**config.mk**
```make
export PLATFORM = sky130hd
export DESIGN_NAME = bcd_seg_driver
export DESIGN_NICKNAME = d
export VERILOG_FILES = /design/src/rtl/segdrv_pkg.sv /design/src/rtl/seg_blank_ctrl.sv /design/src/rtl/seg_glyph_path.sv /design/src/rtl/bcd_seg_driver.sv
export SDC_FILE = /design/constraint.sdc
export NUM_CORES = 1
export LEC_CHECK = 0
export BUFFER_PORTS_ARGS = -buffer_cell sky130_fd_sc_hd__buf_4
export CAP_MARGIN = 20
export CORE_AREA = 10 10 47 49
export DETAILED_ROUTE_END_ITERATION = 10
export DIE_AREA = 0 0 57 59
export GPL_TIMING_DRIVEN = 1
export SYNTH_ARGS = -nofsm -noshare
export SYNTH_HDL_FRONTEND = slang
export SYNTH_SLANG_ARGS = --single-unit
```
**constraint.sdc**
```tcl
create_clock -name vclk -period 1.85
set_input_delay 0.185 -clock vclk [all_inputs]
set_output_delay 0.185 -clock vclk [all_outputs]
set_load 0.01 [all_outputs]
```
**src/rtl/segdrv_pkg.sv**
```systemverilog
package segdrv_pkg;
  localparam int BCD_W = 4;
  localparam int SEG_W = 7;

  typedef struct packed {
    logic lampAll;  // light every segment
    logic darkAll;  // turn every segment off
  } segStrobeT;
endpackage

```
**src/rtl/seg_blank_ctrl.sv**
```systemverilog
module seg_blank_ctrl
  import segdrv_pkg::*;
#(
  parameter int BcdW = BCD_W
) (
  input  logic [BcdW-1:0] bcdIn,
  input  logic            lampTestN,
  input  logic            blankInN,
  input  logic            rippleInN,
  output segStrobeT       strobe,
  output logic            rippleOutN
);
  localparam logic [BcdW-1:0] ZeroCode = '0;

  logic zeroSuppress;
  logic forcedDark;

  always_comb begin
    forcedDark     = !blankInN;
    zeroSuppress   = blankInN && lampTestN && !rippleInN && (bcdIn == ZeroCode);
    strobe.darkAll = forcedDark || zeroSuppress;
    strobe.lampAll = blankInN && !lampTestN;
    rippleOutN     = !strobe.darkAll;
  end

  always_comb begin

    forced_blank_dark_chk: assert (blankInN || (strobe.darkAll && !rippleOutN))
      else $error("forced blank not honoured");

    if (blankInN && !lampTestN)
      lamp_over_ripple_chk: assert (!strobe.darkAll && rippleOutN)
        else $error("lamp test lost to suppression");

    if (blankInN && (bcdIn != ZeroCode))
      nonzero_ripple_high_chk: assert (rippleOutN)
        else $error("nonzero digit pulled ripple low");
  end
endmodule

```
**src/rtl/seg_glyph_path.sv**
```systemverilog
module seg_glyph_path
  import segdrv_pkg::*;
#(
  parameter int BcdW = BCD_W,
  parameter int SegW = SEG_W
) (
  input  logic [BcdW-1:0] bcdIn,
  input  segStrobeT       strobe,
  output logic [SegW-1:0] segN
);
  localparam int MaxDigit = 9;

  logic [SegW-1:0] glyphOn;  // active-high, bit0 = a .. bit6 = g

  always_comb begin
    unique case (bcdIn)
      4'd0:    glyphOn = 7'b0111111;
      4'd1:    glyphOn = 7'b0000110;
      4'd2:    glyphOn = 7'b1011011;
      4'd3:    glyphOn = 7'b1001111;
      4'd4:    glyphOn = 7'b1100110;
      4'd5:    glyphOn = 7'b1101101;
      4'd6:    glyphOn = 7'b1111101;
      4'd7:    glyphOn = 7'b0000111;
      4'd8:    glyphOn = 7'b1111111;
      4'd9:    glyphOn = 7'b1101111;
      default: glyphOn = '0;
    endcase
  end

  always_comb begin
    if (strobe.darkAll)      segN = '1;
    else if (strobe.lampAll) segN = '0;
    else                     segN = ~glyphOn;
  end

  always_comb begin

    if (!strobe.lampAll && (int'(bcdIn) > MaxDigit))
      bad_code_dark_chk: assert (segN == '1)
        else $error("out-of-range code lit a segment");

    if (!strobe.lampAll && !strobe.darkAll && (int'(bcdIn) <= MaxDigit))
      digit_lit_chk: assert (segN != '1)
        else $error("valid digit shows nothing");
  end
endmodule

```
**src/rtl/bcd_seg_driver.sv**
```systemverilog
module bcd_seg_driver
  import segdrv_pkg::*;
#(
  parameter int BcdW = BCD_W,
  parameter int SegW = SEG_W
) (
  input  logic [BcdW-1:0] bcdIn,
  input  logic            lampTestN,
  input  logic            blankInN,
  input  logic            rippleInN,
  output logic [SegW-1:0] segN,
  output logic            rippleOutN
);
  segStrobeT strobe;

  seg_blank_ctrl #(.BcdW(BcdW)) ctrl (
    .bcdIn(bcdIn), .lampTestN(lampTestN), .blankInN(blankInN),
    .rippleInN(rippleInN), .strobe(strobe), .rippleOutN(rippleOutN)
  );

  seg_glyph_path #(.BcdW(BcdW), .SegW(SegW)) path (
    .bcdIn(bcdIn), .strobe(strobe), .segN(segN)
  );

  always_comb begin

    if (!rippleOutN)
      ripple_low_dark_chk: assert (segN == '1)
        else $error("ripple low while digit lit");
  end
endmodule

```
==> flow_summary.toml <==
[outcome]
status = "finished clean"

[grt]
grt_pass1_vias = 277
global_route.peak_usage_layer = "met2"
wire_length_of_the_first_global_routing_pass_microns = 1152
gr-usage-met1_pct = 5.207
grt_antenna_before_repair = 0
grt_start_max_net_pins = 11
groute.layer.met2.usage_pct = 6.047
grt_use_met3_pct = 1.073
overflow = 0
total_global_routing_track_utilization_pct = 3.798

[placement]
routability_driven_placement_congestion_ratio = 0.7015
dp.final_hpwl_microns = 610.6
buffer_ports.inserted = 15
dp.cells = 66
preCtsSetupSlack_ns = 0.5124

[final_layout]
antenna_cells = 0
num-fill-cells = 162
post_layout_nonfiller_instances = 66
layout.sequential_cells = 0
syn_to_final_growth_pct = 44.50
drive_above_1_share_pct = 38.00
final-seq-area_sq_um = 0
nNetsFinal = 65
final_cell_mix = "sky130_fd_sc_hd__buf_4 (15), sky130_fd_sc_hd__o21ai_1 (6), sky130_fd_sc_hd__ha_1 (6), sky130_fd_sc_hd__a21oi_1 (5), sky130_fd_sc_hd__inv_1 (4)"
clock_buffer_cells = 0
leading_cell_type_in_the_layout_fill_and_taps_excluded = "sky130_fd_sc_hd__buf_4"

[logic_synthesis]
synth.area.top_cells = "sky130_fd_sc_hd__ha_1 (28%), sky130_fd_sc_hd__o21ai_1 (11%), sky130_fd_sc_hd__a41oi_4 (10%)"
synth_largest_type_area_fraction_pct = 27.52
yosys.cell_types.count = 16
yosysWarnings = 0
synthesis.nets = 49
proportion_of_synthesized_chip_area_in_sequential_cells_pct = 0
syn_avg_cell_area_sq_um = 7.577
synth_top_area_cell = "sky130_fd_sc_hd__ha_1"
netlist_area_before_placement_sq_um = 272.8
synth_cells = 36

[setup_path]
critical_path.startpoint_type = "input pin"
path_max_fanout = 8
setup.worst_path.class = "in2out"
endpoint_kind = "output port"
cp.arrival_ns = 1.14
timing.critical_path.required_ns = 1.66

[timing]
fin_crit_sh_pct = 71.41
final_critical_path_setup_slack_ns = 0.5289
finalSetupViolCount = 0
slew_limit_fails = 0
finalHoldWorstSlack_ns = 0.7666
achievable-frequency_mhz = 757.0
post-route-min-period_ns = 1.321
unrepaired_setup_endpoints_after_global_routing = "false"
setup-tns-final_ns = 0
finalHoldViolCount = 0
actual_transition_at_the_worst_max_transition_pin_ns = 0.2812
relSlewSlack_pct = 81.19

[pwr]
cellLeakagePower_nw = 0.1855
power_density_nw_per_um2 = 227.0
peakVddDrop_v = 0.00007067

[die]
design.portCount = 15
floorplan.core_area_sq_um = 1401
die_w_microns = 57
chipHeight_microns = 59
dieArea_sq_um = 3363
row_count = 14
initial_utilization_pct = 19.46

[clocking]
cts_setup_buffers = 0
post_cts_resize_count = 0
hold_buffers = 0

[drt]
dr_total_vias = 292
wl_per_cell_microns = 10.32
drt.antenna.violating_nets = 0
drt_pre_antenna_iters = 4
avgViaCountPerCell = 4.424
drt_iter0_drc = 5
route.detailed.drc = 0
wirelength_microns = 681

[hold_path]
min-delay-path-class = "in2out"
timing.hold.worst_endpoint = "rippleOutN"
hold_path.startpoint = "blankInN"
whs_path_depth = 4

[job]
reported_max_cap_violation_count = 0
metal layers:
layer  routed length [microns]  vias up  share of wire (%)
met4                         0        0                  0
met5                         0        -                  0
li1                          -      153                  -
met2                       302       14                 44
met3                        66        0                9.7
met1                       312      125                 46
per-stage QoR:
| stage | cell area (sq um) | utilization (%) | power, mW |
|---|---|---|---|
| after global routing | 394.1 | 28.13 | 0.1003 |
| after detailed placement | 394.1 | 28.13 | 0.09147 |
| after CTS | 394.1 | 28.13 | 0.09168 |
| after global placement | 394.1 | 28.13 | 0.09120 |
| after floorplan | 272.8 | - | 0.05064 |
| final | 394.1 | 28.13 | 0.08946 |
cell usage after synthesis:
cell	instances
sky130_fd_sc_hd__nor2b_1	2
sky130_fd_sc_hd__inv_1	4
sky130_fd_sc_hd__a41oi_4	1
sky130_fd_sc_hd__buf_6	1
sky130_fd_sc_hd__nor2_2	1
sky130_fd_sc_hd__o21ai_2	1
sky130_fd_sc_hd__ha_1	6
sky130_fd_sc_hd__inv_2	1
sky130_fd_sc_hd__a31o_1	2
sky130_fd_sc_hd__nor3_1	1
sky130_fd_sc_hd__o21ai_1	6
sky130_fd_sc_hd__and2b_1	1
sky130_fd_sc_hd__or2b_1	1
sky130_fd_sc_hd__a21oi_1	5
sky130_fd_sc_hd__nand2b_1	2
sky130_fd_sc_hd__a211oi_1	1
critical path: stages:
cell                      delay (ns)
sky130_fd_sc_hd__buf_4          0.11
sky130_fd_sc_hd__inv_1          0.08
sky130_fd_sc_hd__ha_1           0.24
sky130_fd_sc_hd__a41oi_4        0.25
sky130_fd_sc_hd__o21ai_1        0.12
sky130_fd_sc_hd__buf_4          0.16
cell families (layout without fill, tap and decap cells):
group	count (synthesis)	in the layout	share of synthesized area [%]
AO/OA/AOI/OAI	16	16	42.66
AND/OR/NAND/NOR	8	8	18.81
adder cells (fa/ha/maj)	6	6	27.52
buffers and inverters	6	20	11.01
report_power, final:
part / internal, mW / switching, mW
Combinational: 0.0442 / 0.0453
Clock: 0 / 0
Sequential: 0 / 0
Total: 0.0442 / 0.0453
worst max path at each step:
stage                        start       to  slack, ns
after floorplan           bcdIn[0]  segN[0]       0.76
after global placement    bcdIn[0]  segN[6]       0.53
after detailed placement  bcdIn[0]  segN[1]       0.51
after CTS                 bcdIn[0]  segN[1]       0.51
after global routing      bcdIn[0]  segN[6]       0.43
final                     bcdIn[1]  segN[5]       0.53
area by class of cell:
| cell class | count | area, sq um | share of cell area [%] |
|---|---|---|---|
| timing repair buffer | 15 | 112.6 | 28.57 |
| tap | 16 | 20.02 | 5.079 |
| multi-input combinational | 30 | 242.7 | 61.59 |
| inverter | 5 | 18.77 | 4.762 |
No activity file was read; power rests on OpenSTA's default activity.
